## config.mk

```make
export PLATFORM = sky130hd
export DESIGN_NAME = rsw_ptr_reset_ctrl
export DESIGN_NICKNAME = d
export VERILOG_FILES = /design/src/rtl/rsw_pkg.sv /design/src/rtl/rsw_edge_detect.sv /design/src/rtl/rsw_seq_fsm.sv /design/src/rtl/rsw_lane_gate.sv /design/src/rtl/rsw_ptr_reset_ctrl.sv
export SDC_FILE = /design/constraint.sdc
export NUM_CORES = 1
export LEC_CHECK = 0
export BUFFER_PORTS_ARGS = -buffer_cell sky130_fd_sc_hd__buf_2
export CORE_UTILIZATION = 40
export CTS_CLUSTER_SIZE = 8
export DETAILED_ROUTE_END_ITERATION = 8
export PLACE_DENSITY = 0.82
export SLEW_MARGIN = 5
export SYNTH_ARGS = -nofsm -noshare
export SYNTH_HDL_FRONTEND = slang
export SYNTH_SLANG_ARGS = --single-unit
```

## constraint.sdc

```tcl
create_clock -name clk_i -period 3.25 [get_ports clk_i]
set_clock_uncertainty 0.05 [all_clocks]
set_input_delay 0 -clock clk_i [delete_from_list [all_inputs] [get_ports clk_i]]
set_output_delay 0 -clock clk_i [all_outputs]
set_load 0.02 [all_outputs]
```

## src/rtl/rsw_pkg.sv

```systemverilog
package rsw_pkg;

    typedef enum logic [1:0] {
        SEQ_IDLE    = 2'd0,
        SEQ_HOLD    = 2'd1,
        SEQ_RELEASE = 2'd2,
        SEQ_DONE    = 2'd3
    } seq_state_e;

    typedef struct packed {
        seq_state_e st;
        logic       target;
        logic       rate;
    } seq_regs_t;

    typedef struct packed {
        logic level;
        logic prev;
    } edge_regs_t;

endpackage

```

## src/rtl/rsw_edge_detect.sv

```systemverilog
module rsw_edge_detect
    import rsw_pkg::*;
(
    input  logic clk_i,
    input  logic rst_ni,
    input  logic lvl_i,
    output logic lvl_o,
    output logic evt_o
);

    edge_regs_t r_d, r_q;

    always_comb begin
        r_d       = r_q;
        r_d.level = lvl_i;
        r_d.prev  = r_q.level;
    end

    always_ff @(posedge clk_i or negedge rst_ni) begin
        if (!rst_ni) begin
            r_q <= '0;
        end else begin
            r_q <= r_d;
        end
    end

    // a toggle between the last two samples is one switch event
    assign evt_o = r_q.level ^ r_q.prev;
    assign lvl_o = r_q.level;

endmodule

```

## src/rtl/rsw_seq_fsm.sv

```systemverilog
module rsw_seq_fsm
    import rsw_pkg::*;
(
    input  logic clk_i,
    input  logic rst_ni,
    input  logic evt_i,
    input  logic lvl_i,
    input  logic sw_done_i,
    output logic hold_o,
    output logic done_o,
    output logic rate_o
);

    seq_regs_t s_d, s_q;

    always_comb begin
        s_d = s_q;
        unique case (s_q.st)
            SEQ_IDLE: begin
                if (evt_i) begin
                    s_d.st     = SEQ_HOLD;
                    s_d.target = lvl_i;
                end
            end
            SEQ_HOLD: begin
                if (evt_i) begin
                    s_d.target = lvl_i;
                end else if (sw_done_i) begin
                    s_d.st = SEQ_RELEASE;
                end
            end
            SEQ_RELEASE: begin
                if (evt_i) begin
                    s_d.st     = SEQ_HOLD;
                    s_d.target = lvl_i;
                end else begin
                    s_d.st   = SEQ_DONE;
                    s_d.rate = s_q.target;
                end
            end
            SEQ_DONE: begin
                if (evt_i) begin
                    s_d.st     = SEQ_HOLD;
                    s_d.target = lvl_i;
                end else begin
                    s_d.st = SEQ_IDLE;
                end
            end
            default: s_d.st = SEQ_IDLE;
        endcase
    end

    always_ff @(posedge clk_i or negedge rst_ni) begin
        if (!rst_ni) begin
            s_q <= '{st: SEQ_IDLE, target: 1'b0, rate: 1'b0};
        end else begin
            s_q <= s_d;
        end
    end

    assign hold_o = (s_q.st == SEQ_HOLD);
    assign done_o = (s_q.st == SEQ_DONE);
    assign rate_o = s_q.rate;

endmodule

```

## src/rtl/rsw_lane_gate.sv

```systemverilog
module rsw_lane_gate (
    input  logic hold_i,
    input  logic done_i,
    output logic tx_rst_o,
    output logic rx_rst_o,
    output logic tx_en_o,
    output logic rx_en_o,
    output logic done_o
);

    assign tx_rst_o = hold_i;
    assign rx_rst_o = hold_i;
    assign tx_en_o  = ~hold_i;
    assign rx_en_o  = ~hold_i;
    assign done_o   = done_i;

endmodule

```

## src/rtl/rsw_ptr_reset_ctrl.sv

```systemverilog
module rsw_ptr_reset_ctrl #(
    parameter int LANES = 8
) (
    input  logic             clk_i,
    input  logic             rst_ni,
    input  logic             rate_sel_i,
    input  logic             clk_sw_done_i,
    output logic [LANES-1:0] tx_ptr_rst_o,
    output logic [LANES-1:0] rx_ptr_rst_o,
    output logic [LANES-1:0] tx_ptr_en_o,
    output logic [LANES-1:0] rx_ptr_en_o,
    output logic [LANES-1:0] lane_done_o,
    output logic             rate_o
);

    logic lvl;
    logic evt;
    logic hold;
    logic done;

    rsw_edge_detect u_edge (
        .clk_i  (clk_i),
        .rst_ni (rst_ni),
        .lvl_i  (rate_sel_i),
        .lvl_o  (lvl),
        .evt_o  (evt)
    );

    rsw_seq_fsm u_seq (
        .clk_i     (clk_i),
        .rst_ni    (rst_ni),
        .evt_i     (evt),
        .lvl_i     (lvl),
        .sw_done_i (clk_sw_done_i),
        .hold_o    (hold),
        .done_o    (done),
        .rate_o    (rate_o)
    );

    for (genvar g = 0; g < LANES; g++) begin : g_lane
        rsw_lane_gate u_gate (
            .hold_i   (hold),
            .done_i   (done),
            .tx_rst_o (tx_ptr_rst_o[g]),
            .rx_rst_o (rx_ptr_rst_o[g]),
            .tx_en_o  (tx_ptr_en_o[g]),
            .rx_en_o  (rx_ptr_en_o[g]),
            .done_o   (lane_done_o[g])
        );
    end

endmodule

```

**Yosys cells after proc, flatten, opt, wreduce, memory -nomap -nowiden**

Cells that the tools add are included.

- Eq/ne operators: 6
- Multiplexer cells: 7
- Bitwise logic cells: 3
- Reduce and logical (&&, ||, !) cells: 3

Operator list:

| cell | number |
|---|---|
| $pmux W3 S4 | 1 |
| $mux W2 | 3 |
| $ne A2 B2 Y1 const B | 3 |
| $eq A2 B2 Y1 const B | 2 |
| $mux W3 | 1 |
| $reduce_and A3 Y1 | 1 |
| $eq A2 B1 Y1 const B | 1 |
| $logic_not A2 Y1 | 1 |
| $mux W1 | 2 |
| $not A1 Y1 | 2 |
| $reduce_and A2 Y1 | 1 |
| $xor A1 B1 Y1 | 1 |

- Register bits after elaboration: 6
- Input port bits: 4
- Output and inout port bits: 41
- Logic and storage cells: 24

**Longest topological paths before layout**

Gate-level depths: netlist of run 1.

- Depth after elaboration: 3
- Gate-level depth with buffers: 4
- Gate-level depth less buffers: 4

**Cells and area by module**

Synthesis of run 1 repeated with hierarchy kept, for this count alone.

- Cells, all modules: 57
- Area, all modules: 513.0 sq um

Modules (own cells, without submodules):

| module | times used | cells each | area each (sq um) | seq. area each (sq um) |
|---|---|---|---|---|
| rsw_lane_gate | 8 | 5 | 33.8 | 0.0 |
| rsw_seq_fsm | 1 | 14 | 183.9 | 100.1 |
| rsw_edge_detect | 1 | 3 | 58.8 | 50.0 |

**Worst setup path after synthesis of run 1**

OpenSTA, ideal clock, no wires.

- Kind: flip-flop to flip-flop
- Start: register u_seq.s_q[3] (netlist name)
- End: register u_seq.s_q[3] (netlist name)
- Library setup time: 73 ps
- Data arrival time: 1,335 ps
- Required time: 3,127 ps
- Path slack: 1,792 ps
- Stages on the path, launching flop included: 5
- Path buffers: 0
- Clock period less this slack: 1,458 ps
- Cell sequence: dfrtp_1 -> nand2b_1 -> inv_1 -> nand2_1 -> a21boi_2

- Longest elaborated chain between the ends: 3
- Elaborated cells between the ends (all ways): 9
- Those cells by class: eq/ne (6); mux (1); reduce/logical (2)

RTL lines:

| item | RTL line | RTL |
|---|---|---|
| from (decl) | rsw_seq_fsm.sv:14 | `seq_regs_t s_d, s_q;` |
| from (signal assigned) | rsw_seq_fsm.sv:55 | `s_q <= '{st: SEQ_IDLE, target: 1'b0, rate: 1'b0};` |
| $eq A2 B1 Y1 (*) | n/a |  |
| net g_lane[0].u_gate.hold_i | rsw_lane_gate.sv:2 | `input logic hold_i,` |
| $ne A2 B2 Y1 (no line) | n/a |  |
| $reduce_and A3 Y1 (no line) | n/a |  |

Mark *: on every way through the listed nets, which the timed path passes. The rest lies on a longest branch.
A chain may end at the register's enable or synchronous reset.

**Worst setup path after layout of run 1**

- Start: register u_seq.s_q[3] (netlist name)
- End: output port tx_ptr_rst_o[5]

- Longest elaborated chain between the ends: 1

RTL lines:

| item | RTL line | RTL |
|---|---|---|
| $eq A2 B1 Y1 | rsw_seq_fsm.sv:61 | `assign hold_o = (s_q.st == SEQ_HOLD);` |
| to (decl) | rsw_ptr_reset_ctrl.sv:8 | `output logic [LANES-1:0] tx_ptr_rst_o,` |

Every way passes these cells.

==> results of run 1 <==
cell type report:
cell class                      instances  area (sq um)
Multi-Input combinational cell         10          78.8
Inverter                                2          7.51
Tap cell                               14          17.5
Timing Repair Buffer                   47           250
Clock buffer                            3          22.5
Sequential cell                         6           150
Fill cell                             109           644
state kept, by name, summed over array words and instances (netlist names):
register	flops
u_seq.s_q	3
u_edge.lvl_o	1
u_edge.r_q	1
u_seq.rate_o	1
how the worst max path moves through the flow:
stage,slack [ps],cells past startpoint,from,to
4_1_cts,1590,3,u_seq.s_q[3]$_DFFE_PN0P_,tx_ptr_rst_o[5]
3_5_place_dp,1760,4,u_seq.s_q[3]$_DFFE_PN0P_,u_seq.s_q[3]$_DFFE_PN0P_
5_1_grt,1450,3,u_seq.s_q[3]$_DFFE_PN0P_,rx_ptr_rst_o[5]
3_3_place_gp,1860,4,u_seq.s_q[3]$_DFFE_PN0P_,u_seq.s_q[3]$_DFFE_PN0P_
2_1_floorplan,1790,4,u_seq.s_q[3]$_DFFE_PN0P_,u_seq.s_q[3]$_DFFE_PN0P_
6_report,1640,3,u_seq.s_q[3]$_DFFE_PN0P_,tx_ptr_rst_o[5]
stage by stage:
stage | hold slack, ps | util, %
floorplan | -346 | -
global placement | -226 | 40.5
detailed placement | -225 | 40.5
CTS | 45.3 | 45.0
global route | 72.3 | 45.0
finish | 54.1 | 45.0
power groups by stage:
stage / combinational [uW] / sequential, uW / clock, uW
final: 264 / 93.9 / 65.5
after global routing: 284 / 95.2 / 73.2
after CTS: 267 / 94.4 / 68.9
after detailed placement: 264 / 95.5 / 0
after global placement: 262 / 94.7 / 0
after floorplan: 290 / 102 / 0
cells by family (layout without fill, tap and decap cells):
kind of cell	Yosys count	in the layout	share of synthesized area [%]
buf+inv	42	52	57.3
fa+ha+maj	1	1	1.86
xor+xnor	1	1	1.63
simple gates	5	5	5.59
flops	6	6	28.0
compound gates	2	2	3.50
mux	1	1	2.10
synthesized netlist by cell type:
cell                       number
sky130_fd_sc_hd__dfrtp_1        6
sky130_fd_sc_hd__o211ai_1       1
sky130_fd_sc_hd__maj3_1         1
sky130_fd_sc_hd__buf_4         40
sky130_fd_sc_hd__xnor2_1        1
sky130_fd_sc_hd__a21boi_2       1
sky130_fd_sc_hd__mux2_1         1
sky130_fd_sc_hd__nand2b_1       2
sky130_fd_sc_hd__nand2_1        1
sky130_fd_sc_hd__nand3b_1       1
sky130_fd_sc_hd__and2_1         1
sky130_fd_sc_hd__inv_1          2
cells in the final DEF (no fill, tap or decap), drive strengths merged:
cell type     n
dfrtp         6
xnor2         1
nand2b        2
inv           2
clkbuf        3
buf          44
maj3          1
dlygate4sd3   3
nand3b        1
o211ai        1
and2          1
mux2          1
nand2         1
a21boi        1
routing by layer:
| layer | vias up | part of all wire [%] | routed length [um] | GRT usage [%] |
|---|---|---|---|---|
| met4 | 0 | 1.9 | 12 | 7.76 |
| met1 | 138 | 36 | 236 | 8.54 |
| li1 | 161 | - | - | - |
| met5 | - | 0 | 0 | 0 |
| met2 | 32 | 48 | 308 | 13.3 |
| met3 | 2 | 14 | 92 | 6.94 |
==> results.yml, run 1 <==
outcome:
  result_of_the_run: "completed"
routing:
  dr_total_vias: 333
  drc: 0
  initialDrtViolationCount: 2
  ant_nets: 0
  wire_per_inst_um: 7.90
  routed_wirelength_um: 648
  vias_per_cell: 4.06
  detail_route.first_pass.iterations: 4
setup_path:
  timing.setup.critical_path_class: "reg -> out"
  critical_path.cell_chain: "nand2b_1, inv_1, buf_2"
  timing.reg2reg.worst_path_depth: 4
  category_of_cells_accounting_for_the_largest_share_of_critical_path_delay: "buffers and inverters"
  critPathArrivalTime_ps: 1560
  capturing_point_of_the_worst_reg2reg_path: "u_seq.s_q[3]$_DFFE_PN0P_"
  timing.critical_path.buf_inv: 2
  critical_path_peak_fanout: 18
  start_kind: "register"
  crit_slowest_cell: "sky130_fd_sc_hd__dfrtp_1"
  critPathMaxStageDelay_ps: 390
  crit_required_ps: 3200
  rrSetupSlack_ps: 1780
  r2r_start: "u_seq.s_q[3]$_DFFE_PN0P_"
  critPathCaptureType: "output port"
pwr:
  total_switching_power_uw: 216
  cellPowerDensity_mw_per_mm2: 803
  clock_share_of_power_pct: 15.5
  leakagePower_uw: 0.000316
  sw_frac_of_total_pct: 51.0
  total_power_uw: 423
  cell_internal_pwr_uw: 207
  p_comb_share_pct: 62.3
  seqPwrFrac_pct: 22.2
  irDropWorstVdd_mv: 0.356
cts:
  insertion_delay_ps: 240
  holdBufCountCts: 3
  clock_tree.root_cell: "sky130_fd_sc_hd__clkbuf_4"
  cts_tree: "yes"
  clk_transition_reported_paths_ps: 40
  num_cts_buffers: 3
  ctsResizeCount: 0
  cts.path.max_buffers: 2
  cts_htree_levels: 1
  count_of_buffers_added_by_post_cts_timing_repair_for_setup: 0
  clock_sink_count: 6
timing:
  final_period_minus_worst_setup_slack_ps: 1610
  unrepaired_setup_endpoints_after_global_routing: "false"
  timing.final.ws_setup_ps: 1640
  worstMarginPinSlew_ps: 436
  totalNegativeSetupSlack_ps: 0
  slew_violations: 0
  maxSlewHeadroom_pct: 70.9
  finalSetupViolations: 0
  clock.fmax_ghz: 0.620
  timing_hold_violations_final: 0
  final_min_period_over_clock_period_pct: 49.6
floorplan:
  start_util_pct: 45.8
  fp.dieH_um: 38.6
  design.portCount: 45
  die_width_um: 38.6
  floorplan.rows: 12
  fp.dieArea_sq_mm: 0.00149
  placeableCoreArea_sq_mm: 0.00117
grt:
  grt-ovfl-total: 0
  first_pass_grt_wire_length_um: 848
  initial_antenna_violation_count: 0
  grt_start_max_net_pins: 19
  grt_pass1_vias: 223
  globalRouteTotalUtil_pct: 9.28
cells_and_area:
  area.growth.synth_to_final_pct: -1.86
  stdcell_count: 82
  antenna-diode-count: 0
  post_route_cells_drive_above_1_share_pct: 70.6
  num-nets-final: 74
  postLayoutCellArea_sq_um: 527
synth:
  yosys_warnings: 0
  number_of_synthesized_register_bits: 6
  synth.area.top_cells: "sky130_fd_sc_hd__buf_4, sky130_fd_sc_hd__dfrtp_1, sky130_fd_sc_hd__nand2b_1"
  post_synth.cell_area_avg_sq_um: 9.25
  syn-num-nets: 62
  netlist_instances: 58
  synth.lib_cells_used.distinct: 12
  synth_area_sq_um: 537
  synth_top_area_share_pct: 55.9
  post_synthesis_cell_type_with_the_largest_combined_area: "sky130_fd_sc_hd__buf_4"
  yosysSeqAreaShare_pct: 28.0
run:
  max_cap_viol_count: 0
hold_path:
  hp-class: "in -> async"
placement:
  io_buffer_count: 44
  globalplace.congestion: 0.601
  post-place-ws_ps: 1760
  placed_cell_area_sq_um: 474
  dp.cells: 76
No activity file was read; power rests on OpenSTA's default activity.
==> run 2: changes to the inputs <==
- ABC_AREA: not set -> 1
- CORE_UTILIZATION: 40 -> 33
- PLACE_DENSITY: 0.82 -> 0.72
- clock period: 3.25 -> 1.3 ns (I/O delays scaled with it)
==> run 2 against run 1 <==
Compared with the run above: the run now ends with setup timing left; first-iteration DRC count grew 50%; non-clock buffer count rose by 4; synthesized cell count grew 17%; wire length increased by 30%; final cell count rose by 22%; register-to-register slack lost 1700 ps; combinational power grew to 2.8 times the previous value; sequential cell count unchanged; synthesized area grew 2.1%; critical path type unchanged.
==> results.yml, run 2 <==
synth:
  number_of_synthesized_register_bits: 6
  area_fraction_in_compound_gates_after_synthesis_pct: 3.20
  synth_adder_area_share_pct: 0
  synth.most_common_cell: "sky130_fd_sc_hd__buf_4"
  post_synth.cell_area_avg_sq_um: 8.06
  synth_top_family_by_area: "buffers and inverters"
  syn-num-nets: 72
  yosys_most_used_dff: "sky130_fd_sc_hd__dfrtp_1"
  synthTopCellsByCount: "sky130_fd_sc_hd__buf_4, sky130_fd_sc_hd__inv_1, sky130_fd_sc_hd__nand2_1"
  synth_top_area_share_pct: 54.8
  synth_mux_area_share_pct: 0
  synth_simple_gate_area_share_pct: 9.82
  synth.lib_cells_used.distinct: 11
  number_of_enable_type_register_cells_in_the_synthesized_netlist: 0
  synth-async-reset-ratio_pct: 100
  post_synthesis_cell_type_with_the_largest_combined_area: "sky130_fd_sc_hd__buf_4"
  netlist_instances: 68
  yosysSeqAreaShare_pct: 27.4
  yosys_warnings: 0
  synth_area_sq_um: 548
  yosys.area_share.xor_xnor_pct: 0
  synth.area.top_cells: "sky130_fd_sc_hd__buf_4, sky130_fd_sc_hd__dfrtp_1, sky130_fd_sc_hd__inv_1"
pwr:
  p_comb_share_pct: 64.9
  leakagePower_uw: 0.000379
  seqPwrFrac_pct: 20.5
  cellPowerDensity_mw_per_mm2: 1810
  sw_frac_of_total_pct: 48.6
  cell_internal_pwr_uw: 591
  total_power_uw: 1150
  total_switching_power_uw: 558
  irDropWorstVdd_mv: 0.737
  clock_share_of_power_pct: 14.6
setup_path:
  timing.setup.critical_path_class: "reg -> out"
  start_kind: "register"
  critPathArrivalTime_ps: 1260
  critical_path.cell_chain: "nor2_4, clkinvlp_4, buf_2"
  category_of_cells_accounting_for_the_largest_share_of_critical_path_delay: "flip-flops"
  critPathMaxStageDelay_ps: 410
  critPathCaptureType: "output port"
  timing.critical_path.buf_inv: 2
  crit_slowest_cell: "sky130_fd_sc_hd__dfrtp_1"
  crit_required_ps: 1250
  critical_path_peak_fanout: 5
routing:
  dr_total_vias: 395
  initialDrtViolationCount: 3
  vias_per_cell: 3.95
  detail_route.first_pass.iterations: 4
  wire_per_inst_um: 8.45
  ant_nets: 0
  routed_wirelength_um: 845
  drc: 0
cells_and_area:
  regMostFlops: "u_seq.s_q"
  mostFrequentLayoutCells: "sky130_fd_sc_hd__buf_2, sky130_fd_sc_hd__buf_4, sky130_fd_sc_hd__nand2_1"
  num-nets-final: 90
  final_core_utilization_pct: 41.7
  antenna-diode-count: 0
  post_route_cells_drive_above_1_share_pct: 66.7
  postLayoutCellArea_sq_um: 636
  area.growth.synth_to_final_pct: 16.0
  final_common_cell: "sky130_fd_sc_hd__buf_2"
  largest_register_ff_count: 3
placement:
  globalplace.congestion: 0.669
  detailedPlacementHpwl_um: 591
  placed_cell_area_sq_um: 500
  io_buffer_count: 44
floorplan:
  fp.dieArea_sq_mm: 0.00183
  design.portCount: 45
  fp.dieH_um: 42.8
  die_width_um: 42.8
  floorplan.rows: 14
  start_util_pct: 36.0
  placeableCoreArea_sq_mm: 0.00152
timing:
  timing_hold_violations_final: 0
  timing.final.ws_setup_ps: -11.8
  totalNegativeSetupSlack_ps: -51.2
  final_min_period_over_clock_period_pct: 101
  final_period_minus_worst_setup_slack_ps: 1310
  worstMarginPinSlew_ps: 218
  maxSlewHeadroom_pct: 85.4
  unrepaired_setup_endpoints_after_global_routing: "true"
  clock.fmax_ghz: 0.762
  finalSetupViolations: 13
  finalHoldWorstSlack_ps: 52.0
  slew_violations: 0
run:
  max_cap_viol_count: 0
grt:
  grt_start_max_net_pins: 18
  grt-ovfl-total: 0
  first_pass_grt_wire_length_um: 931
  initial_antenna_violation_count: 0
  globalRouteTotalUtil_pct: 7.31
  grt_pass1_vias: 231
cts:
  insertion_delay_ps: 240
  num_cts_buffers: 3
  cts_htree_levels: 1
  clock_sink_count: 6
  cts.path.max_buffers: 2
  cts_tree: "yes"
  clk_transition_reported_paths_ps: 50
  clock_tree.root_cell: "sky130_fd_sc_hd__clkbuf_4"
outcome:
  violations_in_the_final_reports: "setup timing"
  result_of_the_run: "complete, but fails checks"
hold_path:
  hp-class: "in -> async"
-- run 2: final timing paths --
kind / startpoint / end / slack, ps / cells past startpoint
min reg2reg: u_edge.lvl_o$_DFF_PN0_ / u_edge.r_q[0]$_DFF_PN0_ / 350 / 0
max: u_seq.s_q[3]$_DFFE_PN0P_ / tx_ptr_en_o[2] / -10 / 3
min: rst_ni / u_seq.rate_o$_DFFE_PN0P_ / 50 / 2
max reg2reg: u_seq.s_q[3]$_DFFE_PN0P_ / u_seq.s_q[3]$_DFFE_PN0P_ / 90 / 5
max in group asynchronous: rst_ni / u_edge.r_q[0]$_DFF_PN0_ / 1000 / 2
min in group clk_i: u_edge.lvl_o$_DFF_PN0_ / u_edge.r_q[0]$_DFF_PN0_ / 350 / 0
-- run 2: cell families (layout without fill, tap and decap cells) --
family / after synthesis / count (layout)
flip-flops: 6 / 6
buffers and inverters: 47 / 63
AO/OA/AOI/OAI: 3 / 3
AND/OR/NAND/NOR: 12 / 12
-- run 2: power groups by stage --
stage,Clock [uW],Combinational [uW],Sequential (uW)
floorplan,0,676,258
global placement,0,629,238
detailed placement,0,632,240
CTS,174,648,237
global route,177,781,238
finish,168,745,235
-- run 2: final cells by class --
| cell class | count | area [sq um] |
|---|---|---|
| repair buffers | 51 | 324 |
| well taps | 16 | 20.0 |
| multi-input cells | 15 | 76.3 |
| inverters | 7 | 30.0 |
| repair inverters | 2 | 12.5 |
| fillers | 146 | 888 |
| flip-flops and latches | 6 | 150 |
| clock buffers | 3 | 22.5 |
-- run 2: what timing repair did --
action,in CTS,in global routing
gates resized for setup,1,17
setup endpoints to repair,16,19
cloned,0,2
hold buffers,3,0
hold endpoints to repair,9,0
setup buffers,0,3
-- run 2: layer usage --
| layer | wire (um) | global-route usage, % | vias to the layer above |
|---|---|---|---|
| met5 | 0 | 0 | - |
| met4 | 6 | 7.50 | 0 |
| met3 | 50 | 2.55 | 2 |
| met2 | 481 | 10.9 | 18 |
| met1 | 308 | 7.63 | 175 |
| li1 | - | - | 200 |
-- run 2: per-stage QoR --
step	std cells	setup slack, ps
after floorplan	68	89.5
after global placement	89	288
after detailed placement	89	242
after CTS	95	9.18
after global routing	100	-51.4
final	100	-11.8
==> run 3: changes to the inputs <==
- SETUP_SLACK_MARGIN: not set -> 0.02
==> run 3 against run 2 <==
Compared with the run above: the run still ends with setup timing left; global-route usage did not move; sequential power barely moved; sequential share of layout area did not move; clock power barely moved; sequential cell count did not move; via count fell by 0.51%; register-to-register slack barely moved; count of clock-buffer cells in the layout did not move; critical path depth did not move; first-iteration DRC count fell by 33%; maximum frequency rose by 0.37%; highest routed layer is now met3.
==> results.yml, run 3 (synthesis results as in run 2) <==
outcome:
  result_of_the_run: "complete, but fails checks"
  violations_in_the_final_reports: "setup timing"
cts:
  clock_sink_count: 6
  clk_transition_reported_paths_ps: 50
  cts.path.max_buffers: 2
  cts_htree_levels: 1
  clock_tree.root_cell: "sky130_fd_sc_hd__clkbuf_4"
  insertion_delay_ps: 240
  cts_tree: "yes"
  num_cts_buffers: 3
cells_and_area:
  num-fill-cells: 146
  regMostFlops: "u_seq.s_q"
  antenna-diode-count: 0
  mostFrequentLayoutCells: "sky130_fd_sc_hd__buf_2, sky130_fd_sc_hd__buf_4, sky130_fd_sc_hd__nand2_1"
  area.growth.synth_to_final_pct: 16.0
  post_route_cells_drive_above_1_share_pct: 66.7
  num-nets-final: 90
  final_common_cell: "sky130_fd_sc_hd__buf_2"
  largest_register_ff_count: 3
  postLayoutCellArea_sq_um: 636
timing:
  unrepaired_setup_endpoints_after_global_routing: "true"
  timing.final.ws_setup_ps: -6.93
  finalSetupViolations: 10
  slew_violations: 0
  final_period_minus_worst_setup_slack_ps: 1310
  totalNegativeSetupSlack_ps: -38.7
  clock.fmax_ghz: 0.765
  final_min_period_over_clock_period_pct: 101
  worstMarginPinSlew_ps: 214
  timing_hold_violations_final: 0
  maxSlewHeadroom_pct: 85.7
routing:
  initialDrtViolationCount: 2
  drc: 0
  dr_total_vias: 393
  vias_per_cell: 3.93
  ant_nets: 0
  detail_route.first_pass.iterations: 3
  wire_per_inst_um: 8.41
  routed_wirelength_um: 841
floorplan:
  start_util_pct: 36.0
  design.portCount: 45
  floorplan.rows: 14
  placeableCoreArea_sq_mm: 0.00152
  fp.dieH_um: 42.8
  die_width_um: 42.8
  fp.dieArea_sq_mm: 0.00183
setup_path:
  critPathArrivalTime_ps: 1260
  r2r_start: "u_seq.s_q[3]$_DFFE_PN0P_"
  critical_path_peak_fanout: 5
  crit_slowest_cell: "sky130_fd_sc_hd__dfrtp_1"
  start_kind: "register"
  timing.critical_path.buf_inv: 2
  timing.setup.critical_path_class: "reg -> out"
  critPathCaptureType: "output port"
  critical_path.cell_chain: "nor2_4, clkinvlp_4, buf_2"
  critPathMaxStageDelay_ps: 410
  worstSetupStartpoint: "u_seq.s_q[3]$_DFFE_PN0P_"
  category_of_cells_accounting_for_the_largest_share_of_critical_path_delay: "flip-flops"
  crit_required_ps: 1250
hold_path:
  hp-class: "in -> async"
run:
  max_cap_viol_count: 0
grt:
  grt-ovfl-total: 0
  initial_antenna_violation_count: 0
  grt_start_max_net_pins: 18
  grt_pass1_vias: 232
  first_pass_grt_wire_length_um: 931
  globalRouteTotalUtil_pct: 7.31
placement:
  detailedPlacementHpwl_um: 591
  io_buffer_count: 44
  placed_cell_area_sq_um: 500
  globalplace.congestion: 0.669
pwr:
  cellPowerDensity_mw_per_mm2: 1810
  leakagePower_uw: 0.000379
  irDropWorstVdd_mv: 0.733
## run 3: cell counts in the layout (fill, tap and decap cells not counted)
Identical to the previous run, type by type.
## run 3: per-layer routing
layer  global-route usage, %  up-vias  wire [um]
li1                        -      200          -
met1                    7.63      175        305
met2                    10.9       18        483
met3                    2.55        0         52
met4                    7.50        0          0
met5                       0        -          0
## run 3: metrics by stage
step / setup WS, ps / power (uW) / hold slack, ps / utilization, % / instances
floorplan: 89.5 / 934 / -346 / - / 68
global placement: 288 / 867 / -224 / 32.8 / 89
finish: -6.93 / 1150 / 51.4 / 41.7 / 100
global route: -47.7 / 1200 / 79.7 / 41.7 / 100
detailed placement: 242 / 872 / -220 / 32.8 / 89
CTS: 11.4 / 1070 / 49.0 / 37.0 / 96
## run 3: power breakdown
part	internal, uW	switching [uW]	total [uW]
Combinational	268	477	745
Clock	104	63.3	167
Sequential	218	17.4	235
## run 3: worst paths after layout
check                                      endpoint  slack [ps]  depth (start not counted)
setup / recovery                     tx_ptr_en_o[2]          -7                          3
hold / removal             u_seq.rate_o$_DFFE_PN0P_          50                          2
setup reg to reg           u_seq.s_q[3]$_DFFE_PN0P_          90                          5
hold reg to reg             u_edge.r_q[0]$_DFF_PN0_         350                          0
max in group asynchronous   u_edge.r_q[0]$_DFF_PN0_        1000                          2
min in group clk_i          u_edge.r_q[0]$_DFF_PN0_         350                          0
## run 3: repair_timing
| item | in CTS | in global routing |
|---|---|---|
| setup endpoints to repair | 16 | 32 |
| gates resized for setup | 1 | 17 |
| hold buffers | 3 | 0 |
| buffers inserted | 1 | 2 |
| endpoints found under the hold margin | 9 | 0 |
| gates cloned | 0 | 2 |
## run 3: cell type report
type / instances / area (sq um) / share of cell area (%)
well taps: 16 / 20.0 / 3.15
repair inverters: 2 / 12.5 / 1.97
inverters: 7 / 30.0 / 4.72
multi-input cells: 15 / 76.3 / 12.0
clock buffers: 3 / 22.5 / 3.54
repair buffers: 51 / 324 / 51.0
flip-flops and latches: 6 / 150 / 23.6
